===== src/rtl/twl_pkg.sv =====
package twl_pkg;
  typedef enum logic [1:0] {
    OP_READ   = 2'd0,
    OP_WRITE  = 2'd1,
    OP_BURST  = 2'd2,
    OP_RESYNC = 2'd3
  } twl_op_e;

  typedef enum logic [2:0] {
    ST_IDLE, ST_TXLO, ST_TXHI, ST_GAP, ST_RXLO, ST_RXHI, ST_TAIL, ST_SYNC
  } twl_st_e;
endpackage


===== src/rtl/twl_timer.sv =====
module twl_timer #(
  parameter int TW = 8
) (
  input  logic          clk,
  input  logic          rst_n,
  input  logic          load,
  input  logic [TW-1:0] load_val,
  output logic          zero
);
  logic [TW-1:0] cnt_q;

  always_ff @(posedge clk) begin
    if (!rst_n)              cnt_q <= '0;
    else if (load)           cnt_q <= load_val;
    else if (cnt_q != '0)    cnt_q <= cnt_q - 1'b1;
  end

  assign zero = (cnt_q == '0);
endmodule


===== src/rtl/twl_shift.sv =====
module twl_shift #(
  parameter int DW = 8
) (
  input  logic            clk,
  input  logic            rst_n,
  input  logic            load,
  input  logic [DW-1:0]   first_byte,
  input  logic [DW-1:0]   next_byte,
  input  logic            tx_shift,
  input  logic            tx_reload,
  input  logic            rx_shift,
  input  logic            sdi,
  output logic            tx_msb,
  output logic [2*DW-1:0] rx_word
);
  logic [DW-1:0]   tx_q;
  logic [DW-1:0]   hold_q;
  logic [2*DW-1:0] rx_q;

  always_ff @(posedge clk) begin
    if (!rst_n) begin
      tx_q   <= '0;
      hold_q <= '0;
      rx_q   <= '0;
    end else begin
      if (load) begin
        tx_q   <= first_byte;
        hold_q <= next_byte;
        rx_q   <= '0;
      end else begin
        if (tx_reload)     tx_q <= hold_q;
        else if (tx_shift) tx_q <= {tx_q[DW-2:0], 1'b0};
        if (rx_shift)      rx_q <= {rx_q[2*DW-2:0], sdi};
      end
    end
  end

  assign tx_msb  = tx_q[DW-1];
  assign rx_word = rx_q;
endmodule


===== src/rtl/twl_seq.sv =====
module twl_seq
  import twl_pkg::*;
#(
  parameter int DW       = 8,
  parameter int TW       = 8,
  parameter int TICK_CYC = 4,
  parameter int TXLO_US  = 2,
  parameter int TXHI_US  = 1,
  parameter int GAP_US   = 4,
  parameter int RX_US    = 1,
  parameter int TAIL_US  = 1,
  parameter int SYNC_US  = 1
) (
  input  logic          clk,
  input  logic          rst_n,
  input  logic          cmd_fire,
  input  twl_op_e       cmd_op,
  input  logic          tmr_zero,
  output logic          tmr_load,
  output logic [TW-1:0] tmr_val,
  output logic          tx_shift,
  output logic          tx_reload,
  output logic          rx_shift,
  output twl_st_e       st,
  output twl_op_e       op,
  output logic          busy,
  output logic          done
);
  localparam int CW     = $clog2(2*DW);
  localparam int V_TXLO = TXLO_US*TICK_CYC - 1;
  localparam int V_TXHI = TXHI_US*TICK_CYC - 1;
  localparam int V_GAP  = GAP_US*TICK_CYC - 1;
  localparam int V_RX   = RX_US*TICK_CYC - 1;
  localparam int V_TAIL = TAIL_US*TICK_CYC - 1;
  localparam int V_SYNC = SYNC_US*TICK_CYC - 1;

  twl_st_e       st_q, st_n;
  twl_op_e       op_q;
  logic [CW-1:0] cnt_q, cnt_n;
  logic          sec_q, sec_n;
  logic          done_q, done_n;
  logic          last_tx, last_rx;

  assign last_tx = (cnt_q == CW'(DW-1));
  assign last_rx = (op_q == OP_BURST) ? (cnt_q == CW'(2*DW-1)) : (cnt_q == CW'(DW-1));

  always_comb begin
    st_n      = st_q;
    cnt_n     = cnt_q;
    sec_n     = sec_q;
    done_n    = 1'b0;
    tmr_load  = 1'b0;
    tmr_val   = '0;
    tx_shift  = 1'b0;
    tx_reload = 1'b0;
    rx_shift  = 1'b0;
    case (st_q)
      ST_IDLE: if (cmd_fire) begin
        cnt_n    = '0;
        sec_n    = 1'b0;
        tmr_load = 1'b1;
        if (cmd_op == OP_RESYNC) begin
          st_n = ST_SYNC; tmr_val = TW'(V_SYNC);
        end else begin
          st_n = ST_TXLO; tmr_val = TW'(V_TXLO);
        end
      end
      ST_TXLO: if (tmr_zero) begin
        st_n = ST_TXHI; tmr_load = 1'b1; tmr_val = TW'(V_TXHI);
      end
      ST_TXHI: if (tmr_zero) begin
        tx_shift = 1'b1;
        tmr_load = 1'b1;
        if (last_tx) begin
          st_n = ST_GAP; tmr_val = TW'(V_GAP); cnt_n = '0;
        end else begin
          st_n = ST_TXLO; tmr_val = TW'(V_TXLO); cnt_n = cnt_q + 1'b1;
        end
      end
      ST_GAP: if (tmr_zero) begin
        if (op_q == OP_WRITE) begin
          if (!sec_q) begin
            st_n = ST_TXLO; tmr_load = 1'b1; tmr_val = TW'(V_TXLO);
            tx_reload = 1'b1; sec_n = 1'b1;
          end else begin
            st_n = ST_IDLE; done_n = 1'b1;
          end
        end else begin
          st_n = ST_RXLO; tmr_load = 1'b1; tmr_val = TW'(V_RX);
        end
      end
      ST_RXLO: if (tmr_zero) begin
        rx_shift = 1'b1;
        st_n = ST_RXHI; tmr_load = 1'b1; tmr_val = TW'(V_RX);
      end
      ST_RXHI: if (tmr_zero) begin
        if (last_rx) begin
          if (op_q == OP_READ) begin
            st_n = ST_TAIL; tmr_load = 1'b1; tmr_val = TW'(V_TAIL);
          end else begin
            st_n = ST_IDLE; done_n = 1'b1;
          end
        end else begin
          st_n = ST_RXLO; tmr_load = 1'b1; tmr_val = TW'(V_RX);
          cnt_n = cnt_q + 1'b1;
        end
      end
      ST_TAIL, ST_SYNC: if (tmr_zero) begin
        st_n = ST_IDLE; done_n = 1'b1;
      end
      default: st_n = ST_IDLE;
    endcase
  end

  always_ff @(posedge clk) begin
    if (!rst_n) begin
      st_q   <= ST_IDLE;
      op_q   <= OP_READ;
      cnt_q  <= '0;
      sec_q  <= 1'b0;
      done_q <= 1'b0;
    end else begin
      st_q   <= st_n;
      cnt_q  <= cnt_n;
      sec_q  <= sec_n;
      done_q <= done_n;
      if (cmd_fire && st_q == ST_IDLE) op_q <= cmd_op;
    end
  end

  assign st   = st_q;
  assign op   = op_q;
  assign busy = (st_q != ST_IDLE);
  assign done = done_q;

  // the latched command cannot change mid-transaction
  a_r10_op_held: assert property (@(posedge clk) disable iff (!rst_n)
    (busy && $past(busy)) |-> $stable(op_q));
  // done is a single-cycle pulse
  a_r11_done_pulse: assert property (@(posedge clk) disable iff (!rst_n)
    done |=> !done);
endmodule


===== src/rtl/twl_reg_master.sv =====
module twl_reg_master
  import twl_pkg::*;
#(
  parameter int DW         = 8,
  parameter int TICK_CYC   = 250,
  parameter int TXLO_US    = 2,
  parameter int TXHI_US    = 1,
  parameter int GAP_US     = 4,
  parameter int RX_US      = 1,
  parameter int TAIL_US    = 1,
  parameter int SYNC_US    = 1,
  parameter int BURST_ADDR = 'h50
) (
  input  logic          clk,
  input  logic          rst_n,
  input  logic          cmd_valid,
  output logic          cmd_ready,
  input  logic [1:0]    cmd_op,
  input  logic [DW-2:0] cmd_addr,
  input  logic [DW-1:0] cmd_wdata,
  output logic          rsp_valid,
  output logic [DW-1:0] rsp_byte0,
  output logic [DW-1:0] rsp_byte1,
  output logic          busy,
  output logic          sck_o,
  output logic          csn_o,
  output logic          sdio_o,
  output logic          sdio_oe,
  input  logic          sdio_i
);
  localparam int AW   = DW - 1;
  localparam int MAXC = (TXLO_US + TXHI_US + GAP_US + RX_US + TAIL_US + SYNC_US) * TICK_CYC;
  localparam int TW   = $clog2(MAXC + 1);

  twl_op_e        op_in, op_q;
  twl_st_e        st;
  logic           fire, tmr_zero, tmr_load, tx_shift, tx_reload, rx_shift, tx_msb;
  logic [TW-1:0]  tmr_val;
  logic [DW-1:0]  first_byte;
  logic [2*DW-1:0] rx_word;

  assign op_in     = twl_op_e'(cmd_op);
  assign cmd_ready = !busy;
  assign fire      = cmd_valid && !busy;

  always_comb begin
    case (op_in)
      OP_WRITE: first_byte = {1'b1, cmd_addr};
      OP_BURST: first_byte = {1'b0, AW'(BURST_ADDR)};
      default:  first_byte = {1'b0, cmd_addr};
    endcase
  end

  twl_seq #(
    .DW(DW), .TW(TW), .TICK_CYC(TICK_CYC), .TXLO_US(TXLO_US), .TXHI_US(TXHI_US),
    .GAP_US(GAP_US), .RX_US(RX_US), .TAIL_US(TAIL_US), .SYNC_US(SYNC_US)
  ) u_seq (
    .clk(clk), .rst_n(rst_n), .cmd_fire(fire), .cmd_op(op_in), .tmr_zero(tmr_zero),
    .tmr_load(tmr_load), .tmr_val(tmr_val), .tx_shift(tx_shift), .tx_reload(tx_reload),
    .rx_shift(rx_shift), .st(st), .op(op_q), .busy(busy), .done(rsp_valid)
  );

  twl_timer #(.TW(TW)) u_tmr (
    .clk(clk), .rst_n(rst_n), .load(tmr_load), .load_val(tmr_val), .zero(tmr_zero)
  );

  twl_shift #(.DW(DW)) u_shf (
    .clk(clk), .rst_n(rst_n), .load(fire), .first_byte(first_byte), .next_byte(cmd_wdata),
    .tx_shift(tx_shift), .tx_reload(tx_reload), .rx_shift(rx_shift), .sdi(sdio_i),
    .tx_msb(tx_msb), .rx_word(rx_word)
  );

  assign csn_o   = (st == ST_IDLE);
  assign sck_o   = !(st == ST_TXLO || st == ST_RXLO);
  assign sdio_oe = (st == ST_TXLO || st == ST_TXHI);
  assign sdio_o  = sdio_oe & tx_msb;

  assign rsp_byte0 = (op_q == OP_BURST) ? rx_word[2*DW-1:DW] : rx_word[DW-1:0];
  assign rsp_byte1 = (op_q == OP_BURST) ? rx_word[DW-1:0]    : '0;

  // the pad is driven only inside a selected frame
  a_r9_oe_in_frame: assert property (@(posedge clk) disable iff (!rst_n)
    sdio_oe |-> !csn_o);
  // a sent bit does not move while the clock is high
  a_r2_bit_held: assert property (@(posedge clk) disable iff (!rst_n)
    (st == ST_TXHI) |-> $stable(sdio_o));
  // the strobe marks the end of a busy period
  a_r11_done_after_busy: assert property (@(posedge clk) disable iff (!rst_n)
    rsp_valid |-> ($past(busy) && !busy));
  // idle pins
  a_r1_idle_pins: assert property (@(posedge clk) disable iff (!rst_n)
    !busy |-> (csn_o && sck_o && !sdio_oe && !sdio_o));
endmodule


===== config.mk =====
export PLATFORM = sky130hd
export DESIGN_NAME = twl_reg_master
export DESIGN_NICKNAME = d
export VERILOG_FILES = /design/src/rtl/twl_pkg.sv /design/src/rtl/twl_timer.sv /design/src/rtl/twl_shift.sv /design/src/rtl/twl_seq.sv /design/src/rtl/twl_reg_master.sv
export SDC_FILE = /design/constraint.sdc
export NUM_CORES = 1
export LEC_CHECK = 0
export ABC_AREA = 1
export CAP_MARGIN = 10
export CORE_UTILIZATION = 56
export CTS_BUF_LIST = sky130_fd_sc_hd__clkbuf_2
export DETAILED_ROUTE_END_ITERATION = 12
export PLACE_DENSITY = 0.84
export SYNTH_ARGS = -nofsm -noshare
export SYNTH_HDL_FRONTEND = slang
export SYNTH_SLANG_ARGS = --single-unit

===== constraint.sdc =====
create_clock -name clk -period 2.2 [get_ports clk]
set_input_delay 0.66 -clock clk [delete_from_list [all_inputs] [get_ports clk]]
set_output_delay 0.66 -clock clk [all_outputs]
set_load 0.01 [all_outputs]

; After elaboration in Yosys (flattened, before gate mapping)
; Cells that the tools add are included.
[totals]
inputBits = 21
elab_cells = 124
out_inout_bits = 23
reg_bits = 55
[classes]
reduce_logical = 22
n_addsub = 2
mux = 66
bitwise_logic = 2
n_eq_ne = 23
[ops]
columns = operator, n
row1 = two-way mux 12 bit, 6
row2 = two-way mux 8 bit, 8
row3 = one-hot mux 12 bit (5 select lines), 1
row4 = two-way mux 3 bit, 11
row5 = two-way mux 9 bit, 3
row6 = two-way mux 1 bit, 24
row7 = one-hot mux 3 bit (7 select lines), 1
row8 = two-way mux 4 bit, 5
row9 = one-hot mux 8 bit (2 select lines), 1
row10 = "inequality test 2 bit, second input constant", 7
row11 = "== test 3 bit, second input constant", 4
row12 = logical NOT 12 bit, 1
row13 = one-hot mux 4 bit (3 select lines), 1
row14 = nonzero test 12 bit, 1
row15 = "subtractor 12 x 1 -> 12 bit, second input constant", 1
row16 = two-way mux 10 bit, 1
row17 = nonzero test 3 bit, 3
row18 = AND reduction 7 bit, 1
row19 = "== test 2 bit, second input constant", 3
row20 = "== test 3 x 2 -> 1 bit, second input constant", 2
row21 = OR reduction 2 bit, 3
row22 = AND reduction 5 bit, 1
row23 = "adder 4 x 1 -> 4 bit, second input constant", 1
row24 = "== test 2 x 1 -> 1 bit, second input constant", 2
row25 = other kinds (18), 23

; Longest topological paths before layout
; Gate-level depths: netlist of run 1.
[logic_depth]
ltp_word = 6
depth_mapped = 12

; Modules after synthesis
; From an unflattened synthesis of run 1, not the netlist that was laid out.
[unflattened]
cells_unflattened = 564
hier_area_um2 = 3656.0
[by_module_without_submodules]
columns = module, area_each_um2, seq_area_each_um2, cells_each, instances
row1 = twl_shift, 1441.4, 640.6, 196, 1
row2 = twl_seq, 997.2, 220.2, 149, 1
row3 = twl_timer, 850.8, 240.2, 139, 1
row4 = twl_reg_master, 366.6, 0.0, 80, 1

; Worst setup path before layout of run 1
; No wires, ideal clock.
[synth_timing]
kind = register -> output
startpoint = register u_seq.op_q[0], in the netlist u_seq.op[0]
endpoint = output port rsp_byte0[5]
arrival_ns = 1.028
stages_incl_launch_ff = 5
setup_slack_ns = 0.512
path_cell_list = dfxtp_1 -> inv_1 -> nand2_1 -> clkbuf_1 -> o21ai_0
[synth_via]
elab_chain_len = 2
[synth_lines]
columns = item, line
row1 = start: declaration, twl_seq.sv:38  ; twl_op_e op_q;
row2 = start signal: assignment, twl_seq.sv:127  ; if (cmd_fire && st_q == ST_IDLE) op_q <= cmd_op;
row3 = == test 2 bit, twl_reg_master.sv:78  ; assign rsp_byte0 = (op_q == OP_BURST) ? rx_word[2*DW-1:DW] : rx_word[DW-1:0];
row4 = two-way mux 8 bit, twl_reg_master.sv:78
row5 = end: declaration, twl_reg_master.sv:22  ; output logic [DW-1:0] rsp_byte0,
; No other way between the ends.

; Final worst setup path of run 1
[layout_timing]
startpoint = register u_seq.st_q[1], in the netlist u_seq.st[1]
endpoint = output port sdio_oe
[layout_via]
elab_chain_len = 2
[layout_lines]
columns = item, line
row1 = start: declaration, twl_seq.sv:37  ; twl_st_e st_q, st_n;
row2 = start signal: assignment, twl_seq.sv:123  ; st_q <= st_n;
row3 = == test 3 x 1 -> 1 bit or == test 3 x 2 -> 1 bit (tied branches), twl_reg_master.sv:75  ; assign sdio_oe = (st == ST_TXLO || st == ST_TXHI);
row4 = logical OR 1 bit *, twl_reg_master.sv:75
row5 = end: declaration, twl_reg_master.sv:28  ; output logic sdio_oe,
; Every way passes the cells marked *; elsewhere a longest branch is shown, timed or not.

==> metrics.csv, run 1 <==
metric,value,unit
worst-path cell chain,"buf_6, buf_6, nand2_4, inv_2, or2_4, buf_6",
Clock transition at path regs,0.27,ns
CP max-delay cell,dfxtp_4,
leading area contributor after synthesis,dfxtp_1,
CP startpoint,u_seq.st[1]$_SDFFE_PN0P_,
synth warn,0,
RSZ-0062 raised after global routing,true,
Mapped Nets,470,
Leak,1.659,nW
DR pass1 iterations,6,
WL/cell,13.23,µm
post-DR vias/cell,5.458,
# IOs,44,
end of the worst hold path,u_shf.hold_q[2]$_SDFFE_PN0N_,
R2R Setup Slk,0.23,ns
Setup crit end kind,output port,
register area share after synthesis,0.3589,
pwr/cell area,1176,mW/mm²
Starting Density,0.5894,
CP Launch Type,flop,
"Avg Cell Area, Syn",6.910,µm²
post-synthesis cell count,444,
Root Buffer,clkbuf_2,
remaining antenna violation count,0,
fin util,0.7185,
first-pass GRT wire length,12420,µm
Rows,26,
Syn-to-layout area delta,21.90,%
Fin. Hold Viols,0,
outcome,"complete, but fails checks",
final hold slack,0.4642,ns
Port Buffers,43,
via count,3133,
CP peak stage delay,0.42,ns
Worst Hold Class,flop to flop,
Max Cap Viol,0,
drt drc,0,
CP Max Fanout,4,
FF-to-FF End,u_shf.rx_word[2]$_SDFFE_PP0P_,
crit path DAT,1.54,ns
Final setup viols,1,
FMAX,453.8,MHz
"Cell Area, Synth",0.003068,mm²
total chip power,0.004400,W
die width,76.02,µm
Hold Path Depth,2,
kind of critical path,flop to output port,
DP HPWL,5272,µm
worst reg2reg path depth,10,
Multi-input gate area,0.001669,mm²
Worst Tran Pin Value,0.3848,ns
GRT Total Usage,0.2623,
hold_buf cts,0,
RR Startpoint,u_tmr.cnt_q[0]$_SDFFE_PN0P_,
failing checks,setup timing,
post-detailed-routing wire length,7596,µm
setup ws final,-0.003401,ns
Synth Flop Type,dfxtp_1,
core area,0.005205,mm²
fraction of registers with async set/reset,0,
hold path start,u_shf.hold_q[2]$_SDFFE_PN0N_,
die span in y,76.02,µm
final setup TNS,-0.003401,ns
initial antenna violation count,0,
layout cell share with drive strength beyond 1,0.2123,
vias in the first global route,2827,
later-pin clock latency in the skew report,0.44,ns
# nets final,529,
Slew HR,0.7417,
post-synth cell types,40,
Initial DRC Count,200,
Final Wtd Congestion,0.9571,
WP data required,1.54,ns
post-synthesis register bit count,55,
CTS tree,done,
main area contributors after synthesis,"dfxtp_1 36%, nand2_1 9.9%, nor2_1 7.6%, inv_1 6.6%, a21oi_1 5.1%",
Fillers,451,
largest net degree at the start of global routing,33,
Post-synth EDFFs,0,
htree depth,2,
final worst path period need,2.203,ns
Critical Path Most Common Cell,buf_6,
worst vdd ir,543.0,µV
die area,0.005778,mm²
Clock Skews,0.01251,ns
Congestion Overflow GR,0,
Max Slew Vio Count,0,
FF+latch area,0.001112,mm²
total CTS buffers,5,
# diodes,0,
Sink Count,55,
period utilization,1.002,
top cell type's share of synthesized area,0.3589,
CTS Buffer Depth,2,
-- registers in the layout, summed over array words and instances, names as in the netlist --
signal,cells
u_seq.op,2
u_shf.rx_word,16
u_shf.tx_q,8
u_shf.hold_q,8
u_seq.sec_q,1
u_tmr.cnt_q,12
u_seq.st,3
u_seq.done,1
u_seq.cnt_q,4
-- worst max-delay path by stage --
| stage | endpoint | slack, ns | cells after the start |
|---|---|---|---|
| 4_1_cts | sdio_o | -0.02 | 5 |
| 6_report | sdio_oe | -0.003 | 6 |
| 5_1_grt | sdio_oe | -0.07 | 6 |
| 2_1_floorplan | rsp_byte0[5] | 0.51 | 4 |
| 3_3_place_gp | u_shf.tx_q[3]$_SDFFE_PN0P_ | 0.06 | 9 |
| 3_5_place_dp | u_shf.tx_q[2]$_SDFFE_PN0P_ | 0.02 | 9 |
-- synthesized netlist by cell type (8+ instances only) --
| cell | number |
|---|---|
| o21ai_1 | 10 |
| inv_2 | 8 |
| nand2_1 | 81 |
| a211oi_1 | 8 |
| inv_1 | 54 |
| o21ai_0 | 28 |
| nand3_1 | 25 |
| a21oi_1 | 31 |
| dfxtp_1 | 55 |
| nor2_1 | 62 |
| nand4_1 | 9 |
| a211oi_2 | 10 |
-- through the flow --
stage | area, µm² | setup WS, ns | cells
after floorplan | 3068 | 0.5122 | 444
after global placement | 3617 | 0.06470 | 556
after detailed placement | 3617 | 0.01715 | 556
after CTS | 3759 | -0.02494 | 571
after global routing | 3740 | -0.07138 | 574
final | 3740 | -0.003401 | 574
-- power breakdown --
part	internal, W	switching [W]
combinational	0.000975	0.00149
sequential	0.00126	0.000181
clock	0.000187	0.000313
total	0.00242	0.00198
-- cell families after synthesis --
logic type / count (synthesis) / synth area share
buf+inv: 81 / 0.1121
simple gates: 201 / 0.2989
xor+xnor: 5 / 0.01427
compound gates: 97 / 0.1954
fa+ha+maj: 5 / 0.02039
flops: 55 / 0.3589
-- cells in the final DEF (no fill, tap or decap), drive strengths merged, types with 3 or more instances in the layout --
master	instances
a211oi	18
a21oi	31
a31oi	5
buf	37
clkbuf	15
clkdlybuf4s50	21
clkinv	3
dfxtp	55
ha	5
inv	63
nand2	87
nand3	29
nand4	9
nor2	67
nor3	4
o21ai	38
xor2	4
-- layer usage --
layer	GRT usage	part of all wire
met4	0.07885	0.014
met3	0.05868	0.050
met5	0	0
met2	0.4618	0.49
met1	0.3190	0.44
-- timing repair --
item / 4_1_cts / 5_1_grt
resized for setup: 77 / 40
cloned: 0 / 1
pin swaps: 2 / 2
setup buffers: 7 / 2
setup endpoints to repair: 22 / 22
-- worst max-delay path: cells and delay by family, from the launching register on --
| family | cells | cell delay [ns] |
|---|---|---|
| simple gates | 2 | 0.29 |
| buf+inv | 4 | 0.40 |
| flops | 1 | 0.42 |
-- cell type report --
class,instances,area share
multi-input cells,308,0.4463
flip-flops and latches,55,0.2974
repair buffers,69,0.1502
inverters,64,0.06557
well taps,70,0.02342
clock inverters,3,0.01037
clock buffers,5,0.006691
Power figures use the tool's default switching activity.
==> inputs of run 2 (changes only) <==
Settings changed: ABC_AREA 1 to default, HOLD_SLACK_MARGIN from default to 0.12.
==> run 2 against run 1 <==
  * The run still ends with setup timing left
  * Non-clock buffer count grew 26
  * Core utilization rose by 8.6 points
  * Register-to-register slack worse by 0.19 ns
  * Sequential share of layout area fell by 1.4 points
  * Via count shrank 3.2%
  * Final cell count fell by 11%
  * Synthesized area decreased by 4.9%
  * Sequential power barely moved
  * Largest power group unchanged
  * First-iteration DRC count grew 39%
  * Highest routed layer unchanged
==> metrics.csv, run 2 <==
metric,value,unit,change
top cell type's share of synthesized area,0.3772,,+0.01831
CTS Buffer Depth,2,,unchanged
setup ws final,-0.1366,ns,-0.1332 ns
CP startpoint,u_seq.op[1]$_SDFFE_PN0P_,,
Setup crit end kind,output port,,
total chip power,0.004616,W,+4.9%
Worst Hold Class,flop to flop,,
Stages on worst setup path,5,,-1
die width,74.20,µm,-2.4%
period utilization,1.062,,+0.06054
CP Max Fanout,8,,+4
initial antenna violation count,0,,unchanged
fin util,0.8049,,+0.08636
CP peak stage delay,0.39,ns,-0.03 ns
Synth Flop Type,dfxtp_1,,
vias in the first global route,2717,,-3.9%
layout cell share with drive strength beyond 1,0.2719,,+0.05961
kind of critical path,flop to output port,,
worst vdd ir,982.1,µV,+81%
CP Launch Type,flop,,
WL/cell,16.51,µm,+25%
register area share after synthesis,0.3772,,+0.01831
pre-CTS setup slack,-0.004045,ns,-0.02120 ns
post-synth cell types,64,,+60%
Sink Count,55,,unchanged
Leak,1.588,nW,-4.3%
WP data required,1.54,ns,about the same
largest net degree at the start of global routing,19,,-42%
synth warn,0,,unchanged
"Cell Area, Synth",0.002919,mm²,-4.9%
worst-path cell chain,"nor2b_4, buf_6, buf_4, mux2_4, buf_6",,
Final setup viols,10,,+9
post-DR vias/cell,5.924,,+8.5%
outcome,"complete, but fails checks",,
remaining antenna violation count,0,,unchanged
Post-synth EDFFs,0,,unchanged
Fin. Hold Viols,0,,unchanged
Post-Place Cells,476,,-14%
total CTS buffers,5,,unchanged
worst setup path endpoint,rsp_byte0[5],,
R2R Setup Slk,0.04,ns,-0.19 ns
Critical Path Most Common Cell,buf_6,,
Rows,25,,-3.8%
DP HPWL,5312,µm,+0.75%
Commonest cells post-synth,"65 x nand2_1, 55 x dfxtp_1, 41 x a21oi_1",,
FMAX,428.0,MHz,-5.7%
"Avg Cell Area, Syn",8.019,µm²,+16%
post-synthesis register bit count,55,,unchanged
final worst path period need,2.337,ns,+0.1332 ns
pwr/cell area,1175,mW/mm²,about the same
htree depth,2,,unchanged
GRT Total Usage,0.2934,,+0.03101
"leading cell type in the layout, fill and taps excluded",nand2_1,,
RSZ-0062 raised after global routing,true,,
Worst Tran Pin Value,0.4661,ns,+0.08129 ns
Syn-to-layout area delta,34.55,%,
Max Cap Viol,0,,unchanged
# IOs,44,,unchanged
Congestion Overflow GR,0,,unchanged
Starting Density,0.5982,,+0.008782
core area,0.004880,mm²,-6.2%
Crit path max-delay family,flip-flops,,
Critical path buffers and inverters,3,,-1
leading area contributor after synthesis,dfxtp_1,,
fraction of registers with async set/reset,0,,unchanged
CTS tree,done,,
later-pin clock latency in the skew report,0.48,ns,+0.04 ns
max reg flops,16,,unchanged
Max Slew Vio Count,0,,unchanged
top-count cell post-synth,nand2_1,,
Root Buffer,clkbuf_2,,
Fillers,346,,-23%
Clock Skews,0.02403,ns,+0.01152 ns
crit path DAT,1.68,ns,+0.14 ns
DR pass1 iterations,5,,-1
main area contributors after synthesis,"dfxtp_1 38%, nand2_1 8.4%, a21oi_1 7.0%, mux2_2 3.5%, nor2_1 3.2%",,
Clock transition at path regs,0.27,ns,about the same
Slew HR,0.6889,,-0.05282
post-detailed-routing wire length,8453,µm,+11%
via count,3033,,-3.2%
final setup TNS,-0.9510,ns,-0.9476 ns
FF-to-FF End,u_seq.cnt_q[2]$_SDFFE_PN0P_,,
# nets final,470,,-11%
Mapped Nets,390,,-17%
Initial DRC Count,278,,+39%
RR Startpoint,u_seq.st[0]$_SDFFE_PN0P_,,
first-pass GRT wire length,12330,µm,-0.72%
post-synthesis cell count,364,,-18%
drt drc,0,,unchanged
# diodes,0,,unchanged
most frequent cells in the layout,"65 x nand2_1, 51 x dfxtp_1, 43 x buf_4, 41 x a21oi_1, 25 x nor2_1",,
worst reg2reg path depth,7,,-3
die span in y,74.20,µm,-2.4%
CP max-delay cell,dfxtp_2,,
Port Buffers,43,,unchanged
failing checks,setup timing,,
Final Wtd Congestion,0.8627,,-9.9%
die area,0.005506,mm²,-4.7%
post-route insts no fill,512,,-11%
==> run 2: layout make-up <==
| class | count | area [µm²] | area share |
|---|---|---|---|
| Clock buffer | 6 | 30.03 | 0.007646 |
| Clock inverter | 2 | 16.27 | 0.004141 |
| Inverter | 10 | 41.29 | 0.01051 |
| Multi-Input combinational cell | 277 | 1784 | 0.4543 |
| Sequential cell | 55 | 1114 | 0.2835 |
| Tap cell | 67 | 83.83 | 0.02134 |
| Timing Repair Buffer | 95 | 858.3 | 0.2185 |
==> run 2: tightest hold or removal path, delay by kind of cell (launching register included) <==
family | cells | cell delay (ns)
and+or+nand+nor | 1 | 0.05
DFF | 1 | 0.38
AOI/OAI and AO/OA | 1 | 0.05
==> run 2: layer usage <==
| metal | up-vias | GRT usage | routed length [µm] |
|---|---|---|---|
| li1 | 1439 | - | - |
| met1 | 1461 | 0.3479 | 3503 |
| met2 | 115 | 0.5394 | 4375 |
| met3 | 18 | 0.04472 | 423 |
| met4 | 0 | 0.09402 | 151 |
| met5 | - | 0 | 0 |
==> run 2: kinds of logic after synthesis <==
kind of cell | Yosys count | share of synthesized area
AOI/OAI and AO/OA | 94 | 0.2053
and+or+nand+nor | 158 | 0.2760
xor gates and xnor gates | 8 | 0.02400
DFF | 55 | 0.3772
buffers and inverters | 32 | 0.05101
muxes | 12 | 0.04501
adders and majority gates | 5 | 0.02143
==> run 2: what timing repair did <==
action / CTS / global route
pin swaps: 1 / 5
setup endpoints to repair: 22 / 43
hold buffers: 0 / 0
resized for setup: 109 / 33
buffers inserted: 21 / 10
gates cloned: 1 / 0
==> run 2: where the power goes <==
part           switching [W]  internal [W]  total, W
logic                0.00143       0.00135   0.00278
clock network       0.000336     0.0000871  0.000423
registers           0.000196       0.00122   0.00142
total                0.00196       0.00265   0.00462
==> run 2: worst min path at each step <==
stage,slack (ns),end,cells after the start,from
2_1_floorplan,0.43,u_shf.rx_word[15]$_SDFFE_PP0P_,2,u_shf.rx_word[15]$_SDFFE_PP0P_
3_3_place_gp,0.44,u_shf.tx_q[0]$_SDFFE_PN0P_,2,u_shf.tx_q[0]$_SDFFE_PN0P_
3_5_place_dp,0.45,u_shf.hold_q[7]$_SDFFE_PN0N_,2,u_shf.hold_q[7]$_SDFFE_PN0N_
4_1_cts,0.48,u_shf.hold_q[7]$_SDFFE_PN0N_,2,u_shf.hold_q[7]$_SDFFE_PN0N_
5_1_grt,0.49,u_shf.hold_q[7]$_SDFFE_PN0N_,2,u_shf.hold_q[7]$_SDFFE_PN0N_
6_report,0.48,u_shf.hold_q[7]$_SDFFE_PN0N_,2,u_shf.hold_q[7]$_SDFFE_PN0N_
==> run 2: stage by stage <==
stage / hold WS (ns) / instance area [µm²]
final: 0.4753 / 3928
after global routing: 0.4918 / 3928
after CTS: 0.4794 / 3790
after detailed placement: 0.4518 / 3527
after global placement: 0.4441 / 3527
after floorplan: 0.4284 / 2919
